==> config.mk <==
export PLATFORM = sky130hd
export DESIGN_NAME = trap_sequencer
export DESIGN_NICKNAME = d
export VERILOG_FILES = /design/src/rtl/trap_seq_pkg.sv /design/src/rtl/trap_fault_sel.sv /design/src/rtl/trap_drain_seq.sv /design/src/rtl/trap_state_regs.sv /design/src/rtl/trap_sequencer.sv
export SDC_FILE = /design/constraint.sdc
export NUM_CORES = 1
export LEC_CHECK = 0
export ABC_CLOCK_PERIOD_IN_PS = 2300
export BUFFER_PORTS_ARGS = -buffer_cell sky130_fd_sc_hd__buf_2
export CORE_MARGIN = 10
export CORE_UTILIZATION = 55
export CTS_CLUSTER_SIZE = 25
export DETAILED_ROUTE_END_ITERATION = 7
export MAX_ROUTING_LAYER = met4
export PLACE_DENSITY = 0.79
export SLEW_MARGIN = 20
export SYNTH_ARGS = -nofsm -noshare
export SYNTH_HDL_FRONTEND = slang
export SYNTH_SLANG_ARGS = --single-unit
==> constraint.sdc <==
create_clock -name clk -period 2.3 [get_ports clk]
set_input_delay 0.345 -clock clk [delete_from_list [all_inputs] [get_ports clk]]
set_output_delay 0.345 -clock clk [all_outputs]
set_load 0.02 [all_outputs]
==> src/rtl/trap_seq_pkg.sv <==
package trap_seq_pkg;

  typedef enum logic {
    ST_IDLE  = 1'b0,
    ST_DRAIN = 1'b1
  } drain_st_e;

endpackage

==> src/rtl/trap_fault_sel.sv <==
module trap_fault_sel #(
  parameter int PC_W    = 32,
  parameter int CAUSE_W = 5
) (
  input  logic               clk,
  input  logic               rst,
  input  logic               ex_valid_i,
  input  logic               ex_fault_i,
  input  logic [CAUSE_W-1:0] ex_cause_i,
  input  logic [PC_W-1:0]    ex_pc_i,
  input  logic               masked_i,
  input  logic               idle_i,
  output logic               accept_o,
  output logic [PC_W-1:0]    acc_pc_o,
  output logic [CAUSE_W-1:0] acc_cause_o
);

  logic               pend_v;
  logic [PC_W-1:0]    pend_pc;
  logic [CAUSE_W-1:0] pend_cause;
  logic               new_flt;

  always_comb begin
    new_flt     = ex_valid_i & ex_fault_i;
    // a parked fault is older than anything now in execute
    accept_o    = idle_i & ~masked_i & (pend_v | new_flt);
    acc_pc_o    = pend_v ? pend_pc    : ex_pc_i;
    acc_cause_o = pend_v ? pend_cause : ex_cause_i;
  end

  always_ff @(posedge clk) begin
    if (rst) begin
      pend_v     <= 1'b0;
      pend_pc    <= '0;
      pend_cause <= '0;
    end else if (masked_i && new_flt && !pend_v) begin
      pend_v     <= 1'b1;
      pend_pc    <= ex_pc_i;
      pend_cause <= ex_cause_i;
    end else if (accept_o && pend_v) begin
      pend_v     <= 1'b0;
    end
  end

endmodule

==> src/rtl/trap_drain_seq.sv <==
module trap_drain_seq
  import trap_seq_pkg::*;
#(
  parameter int CNT_W = 2
) (
  input  logic             clk,
  input  logic             rst,
  input  logic             accept_i,
  input  logic [CNT_W-1:0] older_cnt_i,
  output logic             idle_o,
  output logic             draining_o,
  output logic             trap_go_o,
  output logic             trap_imm_o,
  output logic [CNT_W-1:0] trap_n_o
);

  drain_st_e        st;
  logic [CNT_W-1:0] cnt;
  logic [CNT_W-1:0] n_q;

  always_comb begin
    idle_o     = (st == ST_IDLE);
    draining_o = (st == ST_DRAIN);
    trap_imm_o = accept_i && (older_cnt_i == '0);
    trap_go_o  = trap_imm_o || (draining_o && cnt == CNT_W'(1));
    trap_n_o   = trap_imm_o ? '0 : n_q;
  end

  always_ff @(posedge clk) begin
    if (rst) begin
      st  <= ST_IDLE;
      cnt <= '0;
      n_q <= '0;
    end else begin
      unique case (st)
        ST_IDLE: begin
          if (accept_i && older_cnt_i != '0) begin
            st  <= ST_DRAIN;
            cnt <= older_cnt_i;
            n_q <= older_cnt_i;
          end
        end
        ST_DRAIN: begin
          if (cnt == CNT_W'(1)) st <= ST_IDLE;
          cnt <= cnt - CNT_W'(1);
        end
        default: st <= ST_IDLE;
      endcase
    end
  end

endmodule

==> src/rtl/trap_state_regs.sv <==
module trap_state_regs #(
  parameter int                PC_W        = 32,
  parameter int                CAUSE_W     = 5,
  parameter int                CNT_W       = 2,
  parameter logic [PC_W-1:0]   HANDLER_VEC = 'h100
) (
  input  logic               clk,
  input  logic               rst,
  input  logic               trap_go_i,
  input  logic [PC_W-1:0]    trap_pc_i,
  input  logic [CAUSE_W-1:0] trap_cause_i,
  input  logic [CNT_W-1:0]   trap_n_i,
  input  logic               eret_i,
  output logic [PC_W-1:0]    epc_o,
  output logic [CAUSE_W-1:0] cause_o,
  output logic               in_exc_o,
  output logic               redirect_o,
  output logic [PC_W-1:0]    redirect_pc_o,
  output logic [CNT_W-1:0]   drain_len_o
);

  always_ff @(posedge clk) begin
    if (rst) begin
      epc_o         <= '0;
      cause_o       <= '0;
      in_exc_o      <= 1'b0;
      redirect_o    <= 1'b0;
      redirect_pc_o <= '0;
      drain_len_o   <= '0;
    end else if (trap_go_i) begin
      epc_o         <= trap_pc_i;
      cause_o       <= trap_cause_i;
      in_exc_o      <= 1'b1;
      redirect_o    <= 1'b1;
      redirect_pc_o <= HANDLER_VEC;
      drain_len_o   <= trap_n_i;
    end else if (eret_i && in_exc_o) begin
      in_exc_o      <= 1'b0;
      redirect_o    <= 1'b1;
      redirect_pc_o <= epc_o;
    end else begin
      redirect_o    <= 1'b0;
    end
  end

endmodule

==> src/rtl/trap_sequencer.sv <==
module trap_sequencer #(
  parameter int              PC_W        = 32,
  parameter int              CAUSE_W     = 5,
  parameter int              OLDER_STG   = 2,
  parameter logic [PC_W-1:0] HANDLER_VEC = 'h100,
  localparam int             CNT_W       = $clog2(OLDER_STG + 1)
) (
  input  logic                 clk,
  input  logic                 rst,
  input  logic                 ex_valid_i,
  input  logic                 ex_fault_i,
  input  logic [CAUSE_W-1:0]   ex_cause_i,
  input  logic [PC_W-1:0]      ex_pc_i,
  input  logic [OLDER_STG-1:0] older_valid_i,
  input  logic                 eret_i,
  output logic                 squash_o,
  output logic                 redirect_o,
  output logic [PC_W-1:0]      redirect_pc_o,
  output logic [PC_W-1:0]      epc_o,
  output logic [CAUSE_W-1:0]   cause_o,
  output logic                 in_exc_o,
  output logic [CNT_W-1:0]     drain_len_o
);

  logic [CNT_W-1:0]   older_cnt;
  logic               accept;
  logic [PC_W-1:0]    acc_pc;
  logic [CAUSE_W-1:0] acc_cause;
  logic               idle;
  logic               draining;
  logic               trap_go;
  logic               trap_imm;
  logic [CNT_W-1:0]   trap_n;
  logic [PC_W-1:0]    hold_pc;
  logic [CAUSE_W-1:0] hold_cause;
  logic [PC_W-1:0]    trap_pc;
  logic [CAUSE_W-1:0] trap_cause;

  always_comb begin
    older_cnt = '0;
    for (int i = 0; i < OLDER_STG; i++) begin
      older_cnt = older_cnt + CNT_W'(older_valid_i[i]);
    end
  end

  trap_fault_sel #(
    .PC_W    (PC_W),
    .CAUSE_W (CAUSE_W)
  ) u_sel (
    .clk         (clk),
    .rst         (rst),
    .ex_valid_i  (ex_valid_i),
    .ex_fault_i  (ex_fault_i),
    .ex_cause_i  (ex_cause_i),
    .ex_pc_i     (ex_pc_i),
    .masked_i    (in_exc_o),
    .idle_i      (idle),
    .accept_o    (accept),
    .acc_pc_o    (acc_pc),
    .acc_cause_o (acc_cause)
  );

  trap_drain_seq #(
    .CNT_W (CNT_W)
  ) u_drain (
    .clk         (clk),
    .rst         (rst),
    .accept_i    (accept),
    .older_cnt_i (older_cnt),
    .idle_o      (idle),
    .draining_o  (draining),
    .trap_go_o   (trap_go),
    .trap_imm_o  (trap_imm),
    .trap_n_o    (trap_n)
  );

  always_ff @(posedge clk) begin
    if (rst) begin
      hold_pc    <= '0;
      hold_cause <= '0;
    end else if (accept) begin
      hold_pc    <= acc_pc;
      hold_cause <= acc_cause;
    end
  end

  always_comb begin
    trap_pc    = trap_imm ? acc_pc    : hold_pc;
    trap_cause = trap_imm ? acc_cause : hold_cause;
    squash_o   = accept | draining;
  end

  trap_state_regs #(
    .PC_W        (PC_W),
    .CAUSE_W     (CAUSE_W),
    .CNT_W       (CNT_W),
    .HANDLER_VEC (HANDLER_VEC)
  ) u_regs (
    .clk           (clk),
    .rst           (rst),
    .trap_go_i     (trap_go),
    .trap_pc_i     (trap_pc),
    .trap_cause_i  (trap_cause),
    .trap_n_i      (trap_n),
    .eret_i        (eret_i),
    .epc_o         (epc_o),
    .cause_o       (cause_o),
    .in_exc_o      (in_exc_o),
    .redirect_o    (redirect_o),
    .redirect_pc_o (redirect_pc_o),
    .drain_len_o   (drain_len_o)
  );

endmodule

# Word level (Yosys, flattened, before mapping)
# Cells that the tools add are included.
# classes
n_bitwise	7
n_div	0
eq_ne	2
add_sub_neg	2
n_mul	0
n_mux	18
n_lt_le_gt_ge	0
shifts	0
reduce_logical	15
# ops
op	count
$mux 32	2
$mux 9	2
$mux 5	2
$mux 1	8
$logic_and 1x1->1	7
$reduce_bool 2->1	3
$mux 2	2
$pmux 2 s2	1
$and 1x1->1	3
$add 1x1->2	1
$eq 2x1->1 const B	1
$logic_not 2->1	1
$ne 2x1->1 const B	1
$not 1->1	2
$or 1x1->1	2
$pmux 1 s2	1
$reduce_and 2->1	1
$reduce_or 2->1	1
$sub 2x1->2 const B	1
$logic_not 1->1	1
$logic_or 1x1->1	1
# word_totals
in_bits	44
regBits	153
memories	0
wordCells	59
rom_bits	0
output_inout_bits	74
mem_bits_rw	0
latch_bits	0

# Depth between registers and ports, before layout
# Gate-level depths: netlist of the first run.
# logic_depth
word_depth	6
depth_mapped	8
depth_no_buf	5

# By module
# Synthesis of the first run repeated with hierarchy kept, for this count alone.
# unflattened
hier_cells	680
hier_area_um2	6899.1
# by_module_without_submodules
mod	cells_each	seq_area_each_um2	instances	area_per_inst_um2
trap_state_regs	281	1461.4	1	2946.6
trap_sequencer	162	740.7	1	1910.6
trap_fault_sel	208	760.7	1	1786.7
trap_drain_seq	29	100.1	1	255.2

# Worst setup path after synthesis of the first run
# Ideal clock, no wire load.
# synth_timing
path_kind	register to output
start	register u_regs.in_exc_o
end	output port squash_o
required_ns	1.955
slack_ns	0.541
path_stages_with_launch	5
arrival_ns	1.414
n_path_buf	3
cell_sequence	dfxtp_1 -> buf_2 -> buf_2 -> clkbuf_1 -> o21ai_0
# synth_between
elab_chain_len	4
# synth_lines
element	line_no	rtl
from (decl)	trap_state_regs.sv:16	output logic in_exc_o,
from (signal assigned)	trap_state_regs.sv:26	in_exc_o <= 1'b0;
from (signal assigned)	trap_state_regs.sv:33	in_exc_o <= 1'b1;
from (signal assigned)	trap_state_regs.sv:38	in_exc_o <= 1'b0;
$not 1->1	trap_fault_sel.sv:26	accept_o = idle_i & ~masked_i & (pend_v | new_flt);
$and 1x1->1 (2 in a row)	trap_fault_sel.sv:26	
$or 1x1->1	trap_sequencer.sv:90	squash_o = accept | draining;
to (decl)	trap_sequencer.sv:16	output logic squash_o,
# Every way passes these cells.

# Worst setup path after layout of the first run
# layout_timing
start	register u_regs.in_exc_o
end	register u_sel.pend_pc[14]
# layout_between
elab_chain_len	2
# layout_lines
element	line_no	rtl
$logic_and 1x1->1 (2 in a row)	trap_fault_sel.sv:36	end else if (masked_i && new_flt && !pend_v) begin
to (signal assigned)	trap_fault_sel.sv:38	pend_pc <= ex_pc_i;
to (decl)	trap_fault_sel.sv:19	logic [PC_W-1:0] pend_pc;
# Every way passes these cells.
# A chain may end at the register's enable or synchronous reset.

==> flow_metrics.py, run 1 <==
metrics = {
    "status": {
        "outcome": "complete, no violations",
    },
    "power_and_ir_drop": {
        "powerDensity_nw_per_um2": 816.5,
        "p_leak_nw": 2.941,
        "vdd_drop_max_v": 0.0005229,
    },
    "finish": {
        "fin_cells": 1013,
        "fill_cells": 958,
        "design_area_um2": 7721,
        "final_util": 0.6705,
        "drive_gt1_frac": 0.2494,
        "n_antenna_cell": 0,
        "area_growth_pct": 18.65,
        "final_nets": 904,
    },
    "critical_path": {
        "cp_max_fo": 37,
        "slowest_stage": "nand4b_2",
        "end_kind": "flop",
        "worstSetupPathType": "flop to flop",
        "cpPeakStageDelay_ns": 0.87,
        "path_cells": "nand4b_2 > nand2_1 > a21oi_1",
        "critPathArrivalTime_ns": 2.32,
        "startpoint_type": "flop",
        "cp.required_ns": 2.55,
    },
    "floorplanning": {
        "row_count": 39,
        "pin_count": 118,
        "core-area_um2": 11520,
        "die_area_um2": 16580,
        "die_h_um": 128.8,
        "die_x_um": 128.8,
        "start_util": 0.5651,
    },
    "yosys": {
        "synth-simple-area-share": 0.2290,
        "synth_compound_area_frac": 0.1565,
        "ys_warn_count": 0,
        "synth_top_family_by_area": "simple AND/OR/NAND/NOR gates",
        "synth_edf_count": 0,
        "synthXorXnorAreaFrac": 0,
        "synth.distinct_cells": 41,
        "synth_nets": 822,
        "synth_fa_ha_area_frac": 0.005768,
        "async_flop_share": 0,
        "ys_ff_latch": 153,
        "seq_area_frac_synth": 0.4707,
        "syn_area_um2": 6507,
        "synth_flop_cell": "dfxtp_1",
        "syn-mean-instance-area_um2": 8.397,
        "synth_mux_area_frac": 0.07633,
        "synth_cells": 775,
    },
    "route": {
        "vias": 6224,
        "antenna_left": 0,
        "drc": 0,
        "vias_per_cell": 6.144,
        "dr.pass1.iters": 5,
        "wl_per_cell_um": 18.39,
        "drt_iter0_drc": 577,
        "drt_wl_total_um": 18630,
    },
    "sta": {
        "finClkSkew_ns": 0.007678,
        "setup_viol": 0,
        "slew_viol_final": 0,
        "min_period_ns": 2.076,
        "tns_ns": 0,
        "tightest_slew_ns": 1.097,
        "setup_ws_ns": 0.2239,
        "finalCritPeriodShare": 0.9027,
        "fmax_mhz": 481.7,
        "slew_headroom": 0.2685,
        "rsz0062_at_grt": "no",
        "finalHoldViolations": 0,
    },
    "clocking": {
        "cts_buffers": 17,
        "cts_setup_buffers": 0,
        "cts.repair.resized": 0,
        "cts_max_level": 4,
        "clockBufferDepth": 2,
        "clk_latency_ns": 0.42,
        "cts.sinks": 153,
        "cts_root_buf": "clkbuf_16",
        "ctsHoldBuffers": 0,
        "clkTransAtPathRegs_ns": 0.06,
        "cts_tree": "built",
    },
    "global_routing": {
        "grt_overflow": 0,
        "antenna_found_initial": 0,
        "grt_pass1_wl_um": 29990,
        "track_usage": 0.2277,
        "grt_max_degree": 104,
        "grt_pass1_vias": 5925,
    },
    "placement": {
        "dpl_worst_slack_ns": 0.1908,
        "gp_congestion": 0.8199,
        "dp_hpwl_um": 12310,
        "dpl-instance-area_um2": 7103,
        "portBuffers": 117,
        "dp.cells": 981,
    },
    "worst_hold_path": {
        "min_path_type": "primary input to flop",
    },
    "flow_run": {
        "drv_cap": 0,
    },
}
## layout by cell type (no fill, tap or decap), drive strengths merged
cell type  count
a311oi        34
mux2          37
buf          141
a22oi          1
nor2           5
a41oi          1
o21a           1
mux2i          8
nor3b          1
and2           1
a211oi         5
o211a          4
nor3          57
o211ai         1
clkbuf        25
a221oi         1
o41ai          1
nand2b         1
clkinv         4
o21ai         13
and4b          1
clkinvlp       1
inv            5
and3           1
bufinv         3
a31oi          3
nand4         12
a21o           2
nor4          21
nand4b         1
dfxtp        153
nand3         37
nand2        190
ha             3
a21oi         94
or3b           1
## layer usage
metal  global-route usage  wire length [um]
met5                    -                 0
met4              0.08696               400
met3              0.06899              1902
met2               0.3301              8300
met1               0.2919              8025
## stage by stage
step,hold WS [ns],power [mW]
floorplan,0.4329,3.249
global placement,0.4380,3.426
detailed placement,0.4428,3.441
finish,0.1691,6.304
global route,0.1640,6.493
CTS,0.1617,6.299
## cells in the mapped netlist, drive strengths merged (2+ instances only)
cell type	n	area, um^2
nor2	5	23.77
a21oi	94	481.7
nor3	57	285.3
mux2i	8	80.08
nand4	12	75.07
a311oi	34	297.8
nand2	190	718.2
o211a	4	40.04
ha	3	37.54
a21o	2	15.01
dfxtp	153	3063
mux2	37	416.7
inv	5	18.77
buf	38	226.5
a31oi	3	18.77
nand3	37	185.2
a211oi	5	37.54
clkbuf	40	152.6
nor4	21	131.4
o21ai	13	65.06
## flip-flops by register name (all words and copies together), names as in the netlist, 2 cells and up
name	flops
u_regs.cause_o	5
u_sel.pend_cause	5
u_regs.redirect_pc_o	32
hold_pc	32
hold_cause	5
u_drain.cnt	2
u_sel.pend_pc	32
u_regs.drain_len_o	2
u_regs.epc_o	32
u_drain.n_q	2
## critical path, delay by kind of cell, from the launching register on
family / cells / cell delay (ns)
AOI/OAI and AO/OA: 1 / 0.11
and+or+nand+nor: 2 / 1.19
DFF: 1 / 0.60
## power by group
part	internal, mW	switching, mW	total (mW)
Combinational	0.199	0.398	0.597
Sequential	2.74	0.0675	2.81
Clock	1.85	1.05	2.90
## path summary, 6_finish.rpt
path	cells after the start	slack, ns	startpoint	to
max	3	0.22	u_regs.in_exc_o	u_sel.pend_pc[14]
min	3	0.17	ex_pc_i[31]	u_sel.pend_pc[31]
max reg2reg	3	0.22	u_regs.in_exc_o	u_sel.pend_pc[14]
min reg2reg	2	0.45	u_sel.pend_pc[4]	u_sel.pend_pc[4]
## cell type report
class                   count  area, um^2  share of cell area
flip-flops and latches    153        3065              0.3970
clock buffers              25       505.5             0.06547
inverters                   6       22.52            0.002917
repair buffers            141       793.3              0.1027
well taps                 143       178.9             0.02317
multi-input cells         538        3043              0.3941
clock inverters             7       112.6             0.01458
## cells by family after synthesis
logic type	Yosys count
flip-flops	153
adder cells (fa/ha/maj)	3
multiplexers	45
AO/OA/AOI/OAI	161
AND/OR/NAND/NOR	329
buffers and inverters	84
No activity file was read; power rests on OpenSTA's default activity.
==> run 2, diff against run 1 <==
- ABC_AREA: default -> 1
- PLACE_DENSITY: 0.79 -> 0.89
==> run 2 against run 1 <==
Via count grew 4.4%. Highest routed layer unchanged. Sequential power is essentially flat. Global-route usage shrank 0.92 points. Worst hold slack lost 0.0057 ns. Die area grew 0.82%. Largest cell class unchanged.
==> flow_metrics.py, run 2 <==
metrics = {
    "sta": {
        "slew_viol_final": 0,
        "finalCritPeriodShare": 0.8468,
        "min_period_ns": 1.948,
        "rsz0062_at_grt": "no",
        "tightest_slew_ns": 0.6155,
        "finClkSkew_ns": 0.01107,
        "slew_headroom": 0.5871,
        "fmax_mhz": 513.5,
        "tns_ns": 0,
        "setup_viol": 0,
        "finalHoldViolations": 0,
    },
    "yosys": {
        "ys_warn_count": 0,
        "synth_top_area_frac": 0.4661,
        "synth.distinct_cells": 20,
        "synth_nets": 1002,
        "yosys-top-cells-area": "dfxtp_1 (47%), nand2_1 (16%), o21ai_0 (7.5%)",
        "async_flop_share": 0,
        "synth_common_cells": "nand2_1 (276), dfxtp_1 (153), o21ai_0 (99)",
        "ys_ff_latch": 153,
        "seq_area_frac_synth": 0.4661,
        "syn-mean-instance-area_um2": 6.881,
        "syn_area_um2": 6571,
        "synth_edf_count": 0,
        "synth_cells": 955,
        "synth_flop_cell": "dfxtp_1",
        "synth_top_area_cell": "dfxtp_1",
        "synthMostInstantiatedCell": "nand2_1",
    },
    "finish": {
        "design_area_um2": 7853,
        "area_growth_pct": 19.50,
        "fill_cells": 914,
        "multiInputGateArea_um2": 2877,
        "layout_commonest_cell": "nand2_1",
        "final_nets": 1087,
        "n_antenna_cell": 0,
        "seq_area_um2": 3063,
        "layout_common_cells": "nand2_1 (275), dfxtp_1 (153), buf_2 (117), o21ai_0 (99), inv_1 (87)",
        "final_util": 0.6790,
        "drive_gt1_frac": 0.1690,
        "fin_cells": 1196,
    },
    "critical_path": {
        "crit_family": "simple AND/OR/NAND/NOR gates",
        "cp.required_ns": 1.96,
        "end_kind": "primary output",
        "path_buf_inv": 1,
        "r2r.worst_path.cells": 6,
        "reg2reg_from": "u_regs.in_exc_o",
        "worstSetupPathType": "flop to primary output",
        "startpoint_type": "flop",
        "slowest_stage": "dfxtp_1",
        "crit_start": "u_regs.in_exc_o",
        "cp_max_fo": 17,
        "crit_cells": 4,
        "critPathArrivalTime_ns": 1.60,
        "path_cells": "nor2_4 > nand2_2 > nand2_1 > buf_2",
        "cpPeakStageDelay_ns": 0.40,
    },
    "placement": {
        "dpl-instance-area_um2": 7218,
        "dp_hpwl_um": 12150,
        "gp_congestion": 0.8677,
        "portBuffers": 117,
        "dp.cells": 1164,
    },
    "clocking": {
        "cts_tree": "built",
        "cts_max_level": 4,
        "cts_buffers": 17,
        "clk_latency_ns": 0.43,
        "ctsHoldBuffers": 0,
        "clockBufferDepth": 2,
        "clkTransAtPathRegs_ns": 0.06,
        "cts_root_buf": "clkbuf_16",
        "cts_setup_buffers": 0,
        "cts.repair.resized": 0,
        "cts.sinks": 153,
    },
    "route": {
        "vias": 6500,
        "vias_per_cell": 5.435,
        "dr.pass1.iters": 7,
        "drt_iter0_drc": 670,
        "drc": 0,
        "wl_per_cell_um": 15.14,
        "drt_wl_total_um": 18100,
        "antenna_left": 0,
    },
    "global_routing": {
        "grt_pass1_wl_um": 28650,
        "grt_overflow": 0,
        "grt_max_degree": 59,
        "antenna_found_initial": 0,
        "track_usage": 0.2185,
        "grt_pass1_vias": 5774,
    },
    "floorplanning": {
        "start_util": 0.5682,
        "core-area_um2": 11560,
        "row_count": 39,
        "die_h_um": 129.3,
        "die_x_um": 129.3,
        "pin_count": 118,
        "die_area_um2": 16720,
    },
    "status": {
        "outcome": "complete, no violations",
    },
    "power_and_ir_drop": {
        "powerDensity_nw_per_um2": 809.6,
        "p_leak_nw": 3.931,
        "vdd_drop_max_v": 0.0003799,
    },
    "flow_run": {
        "drv_cap": 0,
    },
    "worst_hold_path": {
        "min_path_type": "primary input to flop",
        "min_path_cells": 3,
        "min_from": "ex_cause_i[1]",
    },
}
## run 2: cell count changes in the layout (fill, tap and decap cells not counted), sizes merged, moves of 7 or more
cell | before | now
a21oi | 94 | 81
clkbuf | 25 | 18
nand4 | 12 | 42
a311oi | 34 | 0
mux2 | 37 | 0
nor2 | 5 | 74
nor4 | 21 | 0
mux2i | 8 | 0
nand3 | 37 | 63
nand2 | 190 | 278
o21ai | 13 | 99
inv | 5 | 91
nor3 | 57 | 0
## run 2: stage by stage
| step | setup WS [ns] | power [mW] | hold WS [ns] |
|---|---|---|---|
| after floorplan | 0.6615 | 3.213 | 0.4245 |
| after global placement | 0.4784 | 3.385 | 0.4345 |
| after detailed placement | 0.4022 | 3.399 | 0.4404 |
| after CTS | 0.3533 | 6.348 | 0.1631 |
| after global routing | 0.2327 | 6.541 | 0.1693 |
| final | 0.3524 | 6.357 | 0.1634 |
## run 2: cells by family after synthesis
group	Yosys count	share of synthesized area
flip-flops	153	0.4661
AND/OR/NAND/NOR	458	0.2934
adder cells (fa/ha/maj)	3	0.005713
buffers and inverters	161	0.09768
AO/OA/AOI/OAI	180	0.1371
## run 2: power breakdown
group          internal (mW)  total, mW  switching, mW
registers               2.75       2.81         0.0635
logic                  0.172      0.553          0.380
clock network           1.85       2.99           1.14
## run 2: layout make-up
| class | instances | share of cell area |
|---|---|---|
| Clock buffer | 18 | 0.05593 |
| Sequential cell | 153 | 0.3901 |
| Timing Repair Buffer | 137 | 0.09688 |
| Tap cell | 143 | 0.02279 |
| Clock inverter | 14 | 0.02486 |
| Multi-Input combinational cell | 641 | 0.3663 |
| Inverter | 90 | 0.04318 |
## run 2: layer usage
layer / GRT usage / up-vias / share of wire
met3: 0.06117 / 32 / 0.11
li1: - / 3244 / -
met2: 0.3074 / 341 / 0.43
met4: 0.08428 / 0 / 0.015
met1: 0.2906 / 2883 / 0.44
met5: - / - / 0
## run 2: path summary, 6_finish.rpt
check,endpoint,slack [ns]
setup / recovery,squash_o,0.35
hold reg to reg,u_sel.pend_pc[31],0.46
setup reg to reg,u_regs.epc_o[2],0.42
hold / removal,u_sel.pend_cause[1],0.16
## run 2: worst min-delay path: cells and delay by family
family / cells / cell delay (ns)
buf+inv: 2 / 0.14
compound gates: 1 / 0.05
==> run 3, diff against run 2 <==
- ABC_CLOCK_PERIOD_IN_PS: 2300 -> 1600
- CORE_UTILIZATION: 55 -> 50
- PLACE_DENSITY: 0.89 -> 0.86
- clock period: 2.3 -> 1.6 ns (I/O delays scaled with it)
==> run 3 against run 2 <==
First-iteration DRC count decreased by 16%. Register-to-register slack lost 0.32 ns. Clock skew is 0.0036 ns lower. Largest power group unchanged. Total power is 53% higher. Sequential power increased by 44%. Core utilization down 3.3 points. Routed wire length down 2.3%.
==> flow_metrics.py, run 3 (synthesis gave the netlist of run 2 again) <==
metrics = {
    "finish": {
        "final_util": 0.6456,
        "design_area_um2": 8213,
        "layout_commonest_cell": "nand2_1",
        "final_nets": 1099,
        "layout_common_cells": "nand2_1 (275), dfxtp_1 (151), buf_2 (116), o21ai_0 (99), inv_1 (87)",
        "seq_area_um2": 3068,
        "n_antenna_cell": 0,
        "drive_gt1_frac": 0.1803,
        "multiInputGateArea_um2": 2887,
        "fill_cells": 1079,
        "area_growth_pct": 24.98,
    },
    "critical_path": {
        "end_kind": "primary output",
        "startpoint_type": "flop",
        "critPathArrivalTime_ns": 1.34,
        "worstSetupPathType": "flop to primary output",
        "cp.required_ns": 1.36,
        "r2r.worst_path.cells": 5,
        "cp_max_fo": 5,
    },
    "placement": {
        "portBuffers": 117,
        "gp_congestion": 0.8240,
        "dpl-instance-area_um2": 7455,
        "dp_hpwl_um": 12170,
    },
    "clocking": {
        "cts_buffers": 17,
        "cts.sinks": 153,
        "clk_latency_ns": 0.43,
        "ctsHoldBuffers": 0,
        "clkTransAtPathRegs_ns": 0.06,
        "cts_max_level": 4,
        "cts_tree": "built",
        "cts_root_buf": "clkbuf_16",
        "clockBufferDepth": 2,
    },
    "global_routing": {
        "grt_pass1_vias": 5803,
        "grt_overflow": 0,
        "antenna_found_initial": 0,
        "track_usage": 0.2007,
        "grt_max_degree": 56,
        "grt_pass1_wl_um": 28990,
    },
    "sta": {
        "fmax_mhz": 634.4,
        "finClkSkew_ns": 0.007433,
        "min_period_ns": 1.576,
        "slew_headroom": 0.6759,
        "rsz0062_at_grt": "yes",
        "tightest_slew_ns": 0.4810,
        "finalCritPeriodShare": 0.9852,
        "slew_viol_final": 0,
        "setup_viol": 0,
        "finalHoldViolations": 0,
    },
    "flow_run": {
        "drv_cap": 0,
    },
    "floorplanning": {
        "die_h_um": 134.6,
        "die_area_um2": 18130,
        "start_util": 0.5165,
        "row_count": 41,
        "pin_count": 118,
        "core-area_um2": 12720,
        "die_x_um": 134.6,
    },
    "route": {
        "drt_iter0_drc": 563,
        "vias_per_cell": 5.207,
        "drt_wl_total_um": 17690,
        "vias": 6441,
        "dr.pass1.iters": 6,
        "drc": 0,
        "wl_per_cell_um": 14.30,
        "antenna_left": 0,
    },
    "power_and_ir_drop": {
        "p_leak_nw": 4.070,
        "powerDensity_nw_per_um2": 1187,
        "vdd_drop_max_v": 0.0007026,
    },
    "worst_hold_path": {
        "min_path_type": "primary input to flop",
        "min_path_cells": 3,
    },
    "status": {
        "outcome": "complete, no violations",
    },
}
run 3: final cells by class:
cell class,instances,share of cell area
inverter,90,0.04129
clock inverter,15,0.03611
timing repair buffer,149,0.1196
multi-input combinational,641,0.3515
sequential,153,0.3736
clock buffer,17,0.05180
tap,172,0.02620
run 3: per-layer routing:
layer	part of all wire	GRT usage	vias to the layer above	wire length, um
met4	0.017	0.07134	0	301
met2	0.42	0.2814	302	7420
li1	-	-	3262	-
met1	0.47	0.2740	2842	8337
met3	0.092	0.04896	35	1630
met5	0	-	-	0
run 3: worst max-delay path, cell delays in order (launching register included):
cell and delay (ns):
dfxtp_4 0.38, nor2_4 0.13, buf_6 0.13, nand2_4 0.07, nand2_1 0.07, buf_4 0.13
run 3: where the power goes:
| group | leakage [nW] | internal [mW] | total, mW | switching (mW) |
|---|---|---|---|---|
| clock network | 0.336 | 3.25 | 4.86 | 1.62 |
| registers | 1.24 | 3.95 | 4.04 | 0.0887 |
| logic | 2.49 | 0.298 | 0.847 | 0.550 |
| total | 4.07 | 7.49 | 9.75 | 2.25 |
run 3: worst paths after layout:
check / endpoint / slack, ns / startpoint
max: squash_o / 0.02 / u_regs.in_exc_o
min: u_sel.pend_pc[20] / 0.06 / ex_pc_i[20]
max reg2reg: u_regs.redirect_pc_o[8] / 0.10 / u_regs.in_exc_o
min reg2reg: hold_cause[0] / 0.45 / hold_cause[0]
run 3: repair_timing:
action | 4_1_cts | 5_1_grt
buffers inserted | 1 | 2
resized for setup | 6 | 1
pin swaps | 0 | 0
setup endpoints to repair | 2 | 38
run 3: per-stage QoR:
| stage | instances | TNS (ns) | total power [mW] | setup slack [ns] | hold slack (ns) |
|---|---|---|---|---|---|
| final | 1237 | 0 | 9.745 | 0.02370 | 0.06372 |
| after global routing | 1237 | -0.06602 | 10.06 | -0.03826 | 0.07535 |
| after CTS | 1235 | 0 | 9.768 | 0.002555 | 0.05534 |
| after detailed placement | 1203 | 0 | 4.931 | 0.05642 | 0.4363 |
| after global placement | 1203 | 0 | 4.911 | 0.07041 | 0.4316 |
| after floorplan | 955 | 0 | 4.619 | 0.06652 | 0.3831 |
